==> config.mk <==
export PLATFORM = sky130hd
export DESIGN_NAME = qbx_port_expander
export DESIGN_NICKNAME = d
export VERILOG_FILES = /design/src/rtl/qbx_pkg.sv /design/src/rtl/qbx_line_filter.sv /design/src/rtl/qbx_bus_cond.sv /design/src/rtl/qbx_port_latch.sv /design/src/rtl/qbx_port_expander.sv
export SDC_FILE = /design/constraint.sdc
export NUM_CORES = 1
export LEC_CHECK = 0
export CELL_PAD_IN_SITES_DETAIL_PLACEMENT = 0
export CELL_PAD_IN_SITES_GLOBAL_PLACEMENT = 2
export CORE_MARGIN = 8
export CORE_UTILIZATION = 40
export DETAILED_ROUTE_END_ITERATION = 10
export PLACE_DENSITY_LB_ADDON = 0.1
export RECOVER_POWER = 25
export SYNTH_ARGS = -nofsm -noshare
export SYNTH_HDL_FRONTEND = slang
export SYNTH_SLANG_ARGS = --single-unit
==> constraint.sdc <==
create_clock -name clk -period 4.2 [get_ports clk]
set_clock_uncertainty 0.15 [all_clocks]
set_input_delay 0.84 -clock clk [delete_from_list [all_inputs] [get_ports clk]]
set_output_delay 0.84 -clock clk [all_outputs]
set_load 0.05 [all_outputs]
==> src/rtl/qbx_pkg.sv <==
package qbx_pkg;

    localparam int BYTE_W = 8;
    localparam int BIT_CNT_W = $clog2(BYTE_W + 1);

    typedef enum logic [2:0] {
        ST_IDLE,
        ST_ADDR,
        ST_ADDR_ACK,
        ST_WR_DATA,
        ST_WR_ACK,
        ST_RD_DATA,
        ST_RD_ACK
    } qbx_state_e;

    typedef struct packed {
        qbx_state_e             state;
        logic [BIT_CNT_W-1:0]   bitcnt;
        logic [BYTE_W-1:0]      shreg;
        logic [BYTE_W-1:0]      txreg;
        logic                   rw;
        logic                   oe;
        logic                   mack;
    } qbx_ctrl_t;

endpackage

==> src/rtl/qbx_line_filter.sv <==
module qbx_line_filter #(
    parameter int SYNC_STAGES = 2,
    parameter int FILT_LEN    = 3
) (
    input  logic clk,
    input  logic rst_n,
    input  logic raw_i,
    output logic filt_o
);

    logic [SYNC_STAGES-1:0] sync_d, sync_q;
    logic [FILT_LEN-1:0]    hist_d, hist_q;
    logic                   filt_d, filt_q;

    always_comb begin
        sync_d = {sync_q[SYNC_STAGES-2:0], raw_i};
        hist_d = {hist_q[FILT_LEN-2:0], sync_q[SYNC_STAGES-1]};
        filt_d = filt_q;
        if (&hist_q) begin
            filt_d = 1'b1;
        end else if (~|hist_q) begin
            filt_d = 1'b0;
        end
    end

    always_ff @(posedge clk or negedge rst_n) begin
        if (!rst_n) begin
            sync_q <= '1;
            hist_q <= '1;
            filt_q <= 1'b1;
        end else begin
            sync_q <= sync_d;
            hist_q <= hist_d;
            filt_q <= filt_d;
        end
    end

    assign filt_o = filt_q;

    AST_FILTER_HOLDS_ON_MIXED: assert property (@(posedge clk) disable iff (!rst_n)
        (hist_q != {FILT_LEN{1'b1}} && hist_q != {FILT_LEN{1'b0}}) |=> $stable(filt_q));

endmodule

==> src/rtl/qbx_bus_cond.sv <==
module qbx_bus_cond (
    input  logic clk,
    input  logic rst_n,
    input  logic scl_f_i,
    input  logic sda_f_i,
    output logic scl_rise_o,
    output logic scl_fall_o,
    output logic start_o,
    output logic stop_o
);

    logic scl_prev_d, scl_prev_q;
    logic sda_prev_d, sda_prev_q;

    always_comb begin
        scl_prev_d = scl_f_i;
        sda_prev_d = sda_f_i;
    end

    always_ff @(posedge clk or negedge rst_n) begin
        if (!rst_n) begin
            scl_prev_q <= 1'b1;
            sda_prev_q <= 1'b1;
        end else begin
            scl_prev_q <= scl_prev_d;
            sda_prev_q <= sda_prev_d;
        end
    end

    assign scl_rise_o = scl_f_i & ~scl_prev_q;
    assign scl_fall_o = ~scl_f_i & scl_prev_q;
    assign start_o    = scl_f_i & scl_prev_q & sda_prev_q & ~sda_f_i;
    assign stop_o     = scl_f_i & scl_prev_q & ~sda_prev_q & sda_f_i;

endmodule

==> src/rtl/qbx_port_latch.sv <==
module qbx_port_latch #(
    parameter int WIDTH = 8
) (
    input  logic             clk,
    input  logic             rst_n,
    input  logic             load_i,
    input  logic [WIDTH-1:0] data_i,
    output logic [WIDTH-1:0] q_o
);

    logic [WIDTH-1:0] bits_d, bits_q;

    always_comb begin
        bits_d = bits_q;
        if (load_i) begin
            bits_d = data_i;
        end
    end

    always_ff @(posedge clk or negedge rst_n) begin
        if (!rst_n) begin
            bits_q <= '1;
        end else begin
            bits_q <= bits_d;
        end
    end

    assign q_o = bits_q;

endmodule

==> src/rtl/qbx_port_expander.sv <==
module qbx_port_expander
    import qbx_pkg::*;
#(
    parameter int         GUARD_MAX   = 9,
    parameter int         SYNC_STAGES = 2,
    parameter int         FILT_LEN    = 3,
    parameter logic [3:0] ADDR_FIXED  = 4'b0100
) (
    input  logic              clk,
    input  logic              rst_n,
    input  logic              scl_i,
    input  logic              sda_i,
    output logic              sda_oe_o,
    input  logic [2:0]        strap_i,
    input  logic [BYTE_W-1:0] pin_i,
    output logic [BYTE_W-1:0] latch_o
);

    localparam int GUARD_W = $clog2(GUARD_MAX + 1);
    localparam logic [GUARD_W-1:0] GUARD_TOP = GUARD_W'(GUARD_MAX);
    localparam logic [BIT_CNT_W-1:0] LAST_BIT = BIT_CNT_W'(BYTE_W);

    // Line conditioning: index 0 is SCL, index 1 is SDA
    logic [1:0] raw_lines;
    logic [1:0] filt_lines;
    assign raw_lines = {sda_i, scl_i};

    for (genvar g = 0; g < 2; g++) begin : g_line
        qbx_line_filter #(
            .SYNC_STAGES (SYNC_STAGES),
            .FILT_LEN    (FILT_LEN)
        ) u_filt (
            .clk    (clk),
            .rst_n  (rst_n),
            .raw_i  (raw_lines[g]),
            .filt_o (filt_lines[g])
        );
    end

    logic scl_f, sda_f;
    logic scl_rise, scl_fall, start_w, stop_w;
    assign scl_f = filt_lines[0];
    assign sda_f = filt_lines[1];

    qbx_bus_cond u_cond (
        .clk        (clk),
        .rst_n      (rst_n),
        .scl_f_i    (scl_f),
        .sda_f_i    (sda_f),
        .scl_rise_o (scl_rise),
        .scl_fall_o (scl_fall),
        .start_o    (start_w),
        .stop_o     (stop_w)
    );

    qbx_ctrl_t           r_d, r_q;
    logic [GUARD_W-1:0]  guard_d, guard_q;
    logic                start_ok, stop_ok, addr_hit;
    logic                latch_load;

    assign start_ok = start_w & (guard_q == GUARD_TOP);
    assign stop_ok  = stop_w  & (guard_q == GUARD_TOP);
    assign addr_hit = (r_q.shreg[BYTE_W-1:1] == {ADDR_FIXED, strap_i});

    always_comb begin
        r_d        = r_q;
        guard_d    = guard_q;
        latch_load = 1'b0;

        if (scl_rise && guard_q != GUARD_TOP) begin
            guard_d = guard_q + GUARD_W'(1);
        end

        if (start_ok) begin
            r_d.state  = ST_ADDR;
            r_d.bitcnt = '0;
            r_d.oe     = 1'b0;
            guard_d    = '0;
        end else if (stop_ok) begin
            r_d.state = ST_IDLE;
            r_d.oe    = 1'b0;
        end else begin
            unique case (r_q.state)
                ST_ADDR: begin
                    if (scl_rise) begin
                        r_d.shreg  = {r_q.shreg[BYTE_W-2:0], sda_f};
                        r_d.bitcnt = r_q.bitcnt + BIT_CNT_W'(1);
                    end else if (scl_fall && r_q.bitcnt == LAST_BIT) begin
                        if (addr_hit) begin
                            r_d.state = ST_ADDR_ACK;
                            r_d.oe    = 1'b1;
                            r_d.rw    = r_q.shreg[0];
                        end else begin
                            r_d.state = ST_IDLE;
                        end
                    end
                end
                ST_ADDR_ACK: begin
                    if (scl_fall) begin
                        r_d.bitcnt = '0;
                        if (r_q.rw) begin
                            r_d.state = ST_RD_DATA;
                            r_d.txreg = pin_i;
                            r_d.oe    = ~pin_i[BYTE_W-1];
                        end else begin
                            r_d.state = ST_WR_DATA;
                            r_d.oe    = 1'b0;
                        end
                    end
                end
                ST_WR_DATA: begin
                    if (scl_rise) begin
                        r_d.shreg  = {r_q.shreg[BYTE_W-2:0], sda_f};
                        r_d.bitcnt = r_q.bitcnt + BIT_CNT_W'(1);
                    end else if (scl_fall && r_q.bitcnt == LAST_BIT) begin
                        r_d.state = ST_WR_ACK;
                        r_d.oe    = 1'b1;
                    end
                end
                ST_WR_ACK: begin
                    if (scl_rise) begin
                        latch_load = 1'b1;
                    end else if (scl_fall) begin
                        r_d.state  = ST_WR_DATA;
                        r_d.bitcnt = '0;
                        r_d.oe     = 1'b0;
                    end
                end
                ST_RD_DATA: begin
                    if (scl_rise) begin
                        r_d.bitcnt = r_q.bitcnt + BIT_CNT_W'(1);
                    end else if (scl_fall) begin
                        if (r_q.bitcnt == LAST_BIT) begin
                            r_d.state = ST_RD_ACK;
                            r_d.oe    = 1'b0;
                        end else begin
                            r_d.txreg = {r_q.txreg[BYTE_W-2:0], 1'b1};
                            r_d.oe    = ~r_q.txreg[BYTE_W-2];
                        end
                    end
                end
                ST_RD_ACK: begin
                    if (scl_rise) begin
                        r_d.mack = ~sda_f;
                    end else if (scl_fall) begin
                        if (r_q.mack) begin
                            r_d.state  = ST_RD_DATA;
                            r_d.bitcnt = '0;
                            r_d.txreg  = pin_i;
                            r_d.oe     = ~pin_i[BYTE_W-1];
                        end else begin
                            r_d.state = ST_IDLE;
                        end
                    end
                end
                default: begin
                    r_d.oe = 1'b0;
                end
            endcase
        end
    end

    always_ff @(posedge clk or negedge rst_n) begin
        if (!rst_n) begin
            r_q.state  <= ST_IDLE;
            r_q.bitcnt <= '0;
            r_q.shreg  <= '0;
            r_q.txreg  <= '1;
            r_q.rw     <= 1'b0;
            r_q.oe     <= 1'b0;
            r_q.mack   <= 1'b0;
            guard_q    <= GUARD_TOP;
        end else begin
            r_q     <= r_d;
            guard_q <= guard_d;
        end
    end

    qbx_port_latch #(
        .WIDTH (BYTE_W)
    ) u_latch (
        .clk    (clk),
        .rst_n  (rst_n),
        .load_i (latch_load),
        .data_i (r_q.shreg),
        .q_o    (latch_o)
    );

    assign sda_oe_o = r_q.oe;

    AST_LATCH_ONLY_AT_ACK: assert property (@(posedge clk) disable iff (!rst_n)
        (r_q.state != ST_WR_ACK) |=> $stable(latch_o));

    AST_SDA_MOVES_SCL_LOW: assert property (@(posedge clk) disable iff (!rst_n)
        !$stable(sda_oe_o) |-> !scl_f);

    AST_EARLY_STOP_IGNORED: assert property (@(posedge clk) disable iff (!rst_n)
        (stop_w && guard_q != GUARD_TOP && r_q.state != ST_IDLE) |=> (r_q.state != ST_IDLE));

    AST_IDLE_RELEASED: assert property (@(posedge clk) disable iff (!rst_n)
        (r_q.state == ST_IDLE) |-> !sda_oe_o);

    AST_NO_ACK_ON_MISS: assert property (@(posedge clk) disable iff (!rst_n)
        (r_q.state == ST_ADDR && scl_fall && r_q.bitcnt == LAST_BIT && !addr_hit)
        |=> (!sda_oe_o && r_q.state == ST_IDLE));

endmodule

==> results of run 1 <==
## cell type report
type | instances | area share
timing repair buffer | 24 | 0.08012
clock inverter | 3 | 0.01516
sequential | 51 | 0.4552
multi-input combinational | 156 | 0.3794
inverter | 10 | 0.01299
tap | 77 | 0.03335
clock buffer | 5 | 0.02382
## report_power, final
group | internal, uW | total (uW) | switching, uW | leakage, uW
clock network | 178 | 346 | 168 | 0.0000581
registers | 536 | 572 | 35.4 | 0.000597
logic | 49.6 | 109 | 59.3 | 0.000560
total | 764 | 1030 | 263 | 0.00121
## worst min-delay path by stage
stage,start,end,slack [ps]
CTS,g_line[1].u_filt.sync_q[1],g_line[1].u_filt.hist_q[0],210
global placement,g_line[1].u_filt.sync_q[1],g_line[1].u_filt.hist_q[0],200
finish,g_line[0].u_filt.sync_q[0],g_line[0].u_filt.sync_q[1],210
detailed placement,g_line[1].u_filt.sync_q[1],g_line[1].u_filt.hist_q[0],200
floorplan,g_line[0].u_filt.sync_q[1],g_line[0].u_filt.hist_q[0],200
global route,g_line[1].u_filt.sync_q[1],g_line[1].u_filt.hist_q[0],220
## cell usage after synthesis, types with 2 or more instances
library cell	n
a211oi_1	4
a31oi_1	2
o22ai_1	2
o22a_1	2
dfrtp_1	20
mux2_2	18
inv_1	9
a41oi_1	2
clkbuf_1	4
nor3_1	3
a21oi_1	9
nor2b_1	2
nand4_1	3
buf_2	5
nor2_1	12
and2b_1	2
o21ai_0	19
xnor2_1	5
nand2b_1	4
ha_1	4
nand2_1	24
mux2i_1	8
nand3_1	2
buf_4	2
dfstp_2	31
nand3b_1	2
## per-stage QoR
step | instances | utilization | worst slack, ps | hold slack (ps) | cell area (sq um)
after floorplan | 228 | - | 2105 | 195.2 | 2504
after global placement | 318 | 0.4477 | 1578 | 195.8 | 2778
after detailed placement | 318 | 0.4477 | 1556 | 197.5 | 2778
after CTS | 326 | 0.4658 | 1538 | 212.5 | 2890
after global routing | 326 | 0.4656 | 1518 | 221.3 | 2889
final | 326 | 0.4656 | 1562 | 212.8 | 2889
## routing by layer
metal / GRT usage / routed length [um] / part of all wire
met1: 0.1762 / 2561 / 0.49
met2: 0.1778 / 2282 / 0.44
met3: 0.03150 / 253 / 0.049
met4: 0.04681 / 80 / 0.015
met5: 0 / 0 / 0
## flip-flops by register name (all words and copies together), names as in the netlist
signal and cells:
guard_q 4, g_line.u_filt.hist_q 6, u_cond.sda_prev_q 1, g_line.u_filt.sync_q 4, u_cond.scl_prev_q 1, g_line.u_filt.filt_o 2
r_q 24, sda_oe_o 1, u_latch.q_o 8
## cell families (layout without fill, tap and decap cells)
family                   after synthesis  in the layout  synth area share
adder cells (fa/ha/maj)                4              4           0.01999
AO/OA/AOI/OAI                         58             58            0.1609
AND/OR/NAND/NOR                       62             62            0.1229
flip-flops                            51             51            0.5252
XOR/XNOR                               6              6           0.02099
multiplexers                          26             26            0.1129
buffers and inverters                 21             42           0.03697
## worst register-to-register path, stage by stage, from the launching register on
cell and delay, ps:
dfstp_2 590, ha_1 150, nand3b_1 170, nor3_1 710, a21oi_1 60, o21ai_0 110, a21oi_1 60, o22a_1 220
==> results.toml, run 1 <==
[status]
status = "finished with violations"
violations = "capacitance limit, slew limit"

[worst_setup_path]
worstPathArrival_ps = 1650
path_class = "reg -> out"
required_ps = 3210
path_depth = 1
crit_buf_inv = 1
crit_path_max_incr_delay_ps = 800
slowest_stage = "clkdlybuf4s50_1"
worstSetupEndpoint = "latch_o[3]"
r2r-start = "guard_q[0]"
cp-end-kind = "primary output"
path_delay_family = "buffers and inverters"
r2r_end = "r_q[22]"
rr_worst_depth = 7
cp-startpoint = "u_latch.q_o[3]"
cp_max_fo = 2
worstSetupStartpointType = "flip-flop"
crit_chain = "clkdlybuf4s50_1"
reg2reg_slack_ps = 1860

[cells_and_area]
final_cell_mix = "26 x dfstp_2, 24 x nand2_1, 20 x dfrtp_1, 20 x clkdlybuf4s50_1, 19 x o21ai_0"
nets = 267
multi_input_area_sq_um = 1096
n_antenna_cell = 0
area_delta_synth_final_pct = 15.39
drive_above_1_share = 0.2450
mostFrequentLayoutCell = "dfstp_2"
seqCellArea_sq_um = 1315
num-fill-cells = 599

[worst_hold_path]
holdPathStages = 0
hold_class = "reg -> reg"

[sta]
max_slew_margin = -0.1033
fin_crit_sh = 0.6281
setup_viol = 0
slew_violations = 33
tightest_slew_ps = 1655
rsz0062_at_grt = "false"
max_freq_mhz = 379.1
hold_viol_final = 0
period_minus_slack_ps = 2638
final.setup.tns_ps = 0

[clocking]
cts-resized-gates = 0
clock_latency_ps = 310
post_cts_buffers = 0
cts.sinks = 51
clkTransAtPathRegs_ps = 90
hold_buffers = 0
cts_tree = "yes"
clk_path_buf_depth = 2
cts_made_buffers = 5
cts_htree_levels = 2
clockRootBuffer = "clkbuf_8"

[die]
dieArea_sq_um = 9047
die_w_um = 95.12
start_util = 0.4035
fp.dieH_um = 95.12
num_rows = 29
ios = 24
core_area_sq_um = 6205

[power_and_ir_drop]
irDropWorstVdd_uv = 190.3
power_uw = 1026
power.leakage_uw = 0.001215
p_per_area_nw_per_um2 = 355.3

[synthesis]
synth.yosys.warnings = 0
synth_edf_count = 0
synthesis.nets = 247
syn_area_sq_um = 2504
synth_flop_cell = "dfstp_2"
synth_top_area_frac = 0.3253
async_flop_share = 1.000
ys_ff_latch = 51
syn-instance-count = 228
synth_area_leaders = "dfstp_2 33%, dfrtp_1 20%, mux2_2 8.1%"
yosys.area.top_type = "dfstp_2"
postSynthAreaPerCell_sq_um = 10.98
yosysSeqAreaShare = 0.5252
ys_types = 54

[grt]
grt_antenna_before_repair = 0
gr-total-overflow = 0
grt_max_degree = 33
track_usage = 0.1245
grt_pass1_vias = 1701
grt_pass1_wl_mm = 8.763

[drt]
drtIter0Drc = 141
viasPerCell = 5.264
drt-wirelength-per-cell_um = 15.88
route.detailed.drc = 0
drtPass1Iterations = 4
drt-total-wl_mm = 5.176
num_vias = 1716
ant_nets = 0

[placed_design]
placement.io_buffers = 23
dp_hpwl_mm = 3.631
place.gp.congestion = 0.7689

[flow_run]
drv_cap = 1
No activity file was read; power rests on OpenSTA's default activity.
==> run 2, diff against run 1 <==
--- a/config.mk
+++ b/config.mk
@@ -8,7 +8,7 @@
 export CELL_PAD_IN_SITES_DETAIL_PLACEMENT = 0
 export CELL_PAD_IN_SITES_GLOBAL_PLACEMENT = 2
 export CORE_MARGIN = 8
-export CORE_UTILIZATION = 40
+export CORE_UTILIZATION = 37
 export DETAILED_ROUTE_END_ITERATION = 10
 export PLACE_DENSITY_LB_ADDON = 0.1
 export RECOVER_POWER = 25
==> constraint.sdc (replaced) <==
create_clock -name clk -period 2.7 [get_ports clk]
set_clock_uncertainty 0.15 [all_clocks]
set_input_delay 0.54 -clock clk [delete_from_list [all_inputs] [get_ports clk]]
set_output_delay 0.54 -clock clk [all_outputs]
set_load 0.05 [all_outputs]
==> run 2 against run 1 <==
Effect of this change:
- the run now ends clean
- critical path depth stayed put
- routed wire length is 2.1% higher
- first-iteration DRC count shrank 54%
- final area up 1.8%
- combinational power increased by 65%
- die area rose by 6.7%
- via count up 2.6%
- utilization down 2.6 points
- cell count rose by 3.1%
- worst hold slack better by 0.99 ps
- count of clock-buffer cells in the layout is the same
- worst setup slack got worse by 1200 ps
- largest power group unchanged
==> results.toml, run 2 (same netlist as run 1, synthesis figures left out) <==
[grt]
gr-total-overflow = 0
track_usage = 0.1152
grt_antenna_before_repair = 0
grt_pass1_wl_mm = 9.121
grt_pass1_vias = 1805
grt_max_degree = 27

[die]
dieArea_sq_um = 9655
fp.dieH_um = 98.26
die_w_um = 98.26
ios = 24
num_rows = 30
core_area_sq_um = 6681
start_util = 0.3747

[clocking]
clkTransAtPathRegs_ps = 100
cts.sinks = 51
clk_path_buf_depth = 2
cts_htree_levels = 2
cts_tree = "yes"
hold_buffers = 0
clock_latency_ps = 320
post_cts_buffers = 0
cts_made_buffers = 5
cts-resized-gates = 0
clockRootBuffer = "clkbuf_8"

[cells_and_area]
nets = 274
area_delta_synth_final_pct = 17.44
mostFrequentLayoutCell = "dfstp_2"
drive_above_1_share = 0.2695
num-fill-cells = 647
n_antenna_cell = 0
multi_input_area_sq_um = 1096
seqCellArea_sq_um = 1315
top_register = "r_q"
largest_reg_flops = 24
finalNonFillerCells = 336
final_cell_mix = "27 x dfstp_2, 24 x nand2_1, 21 x clkdlybuf4s50_1, 20 x dfrtp_1, 19 x o21ai_0"

[drt]
viasPerCell = 5.241
ant_nets = 0
drt-wirelength-per-cell_um = 15.73
drtPass1Iterations = 4
route.detailed.drc = 0
num_vias = 1761
drt-total-wl_mm = 5.285
drtIter0Drc = 65

[sta]
setup_viol = 0
fin_crit_sh = 0.8709
tightest_slew_ps = 1456
hold_viol_final = 0
period_minus_slack_ps = 2352
final.setup.tns_ps = 0
rsz0062_at_grt = "false"
max_slew_margin = 0.02927
timing.final.ws_setup_ps = 348.5
slew_violations = 0
max_freq_mhz = 425.3

[worst_setup_path]
cp_max_fo = 2
crit_path_max_incr_delay_ps = 810
cp-end-kind = "primary output"
crit_buf_inv = 1
path_delay_family = "buffers and inverters"
path_class = "reg -> out"
slowest_stage = "clkdlybuf4s50_1"
r2r-start = "g_line[0].u_filt.filt_o"
worstSetupStartpointType = "flip-flop"
r2r_end = "r_q[21]"
rr_worst_depth = 5
reg2reg_slack_ps = 530
worstPathArrival_ps = 1660
required_ps = 2010
crit_chain = "clkdlybuf4s50_1"

[worst_hold_path]
hold_class = "reg -> reg"
holdPathStages = 0
whs_endpoint = "g_line[0].u_filt.sync_q[1]"
worstHoldStart = "g_line[0].u_filt.sync_q[0]"

[placed_design]
dp.cells = 328
place.gp.congestion = 0.7367
post-place-ws_ps = 322.6
dp_hpwl_mm = 3.838
placement.io_buffers = 23

[status]
status = "completed"

[power_and_ir_drop]
power.leakage_uw = 0.001249
irDropWorstVdd_uv = 220.3
p_per_area_nw_per_um2 = 523.5

[flow_run]
drv_cap = 0
[run 2: cell types whose count changed in the layout (fill, tap and decap cells not counted), sizes merged]
cell	change
clkdlybuf4s50	+1
inv	+2
dlygate4sd3	-1
clkinv	-1
buf	+7
bufinv	-1
[run 2: area by class of cell]
cell class	count	share of cell area
flip-flops and latches	51	0.4472
inverters	10	0.01277
clock inverters	3	0.008936
repair buffers	31	0.1009
well taps	80	0.03404
clock buffers	5	0.02340
multi-input cells	156	0.3728
[run 2: per-layer routing]
layer / track usage / vias up / wire length, um
li1: - / 871 / -
met2: 0.1802 / 36 / 2379
met4: 0.03188 / 0 / 66
met1: 0.1546 / 846 / 2634
met3: 0.02703 / 8 / 204
met5: 0 / - / 0
[run 2: metrics by stage]
| stage | hold slack, ps | power, uW | area [sq um] | util |
|---|---|---|---|---|
| 2_1_floorplan | 94.41 | 1005 | 2504 | - |
| 3_3_place_gp | 195.5 | 1085 | 2846 | 0.4260 |
| 3_5_place_dp | 196.8 | 1086 | 2846 | 0.4260 |
| 4_1_cts | 85.98 | 1570 | 2942 | 0.4403 |
| 5_1_grt | 216.7 | 1631 | 2940 | 0.4401 |
| 6_report | 213.8 | 1539 | 2940 | 0.4401 |
[run 2: how the worst max path moves through the flow]
stage,start,to,cells past startpoint
3_3_place_gp,strap_i[2],r_q[2],5
5_1_grt,u_latch.q_o[0],latch_o[0],1
4_1_cts,u_latch.q_o[0],latch_o[0],1
2_1_floorplan,r_q[19],r_q[2],7
6_report,u_latch.q_o[0],latch_o[0],1
3_5_place_dp,strap_i[2],r_q[2],5
[run 2: power by group]
part           leakage, uW  switching (uW)  internal (uW)  total [uW]
Clock            0.0000491             281            191         473
Sequential        0.000598            51.6            835         887
Combinational     0.000602            95.1           84.9         180
Total              0.00125             428           1110        1540
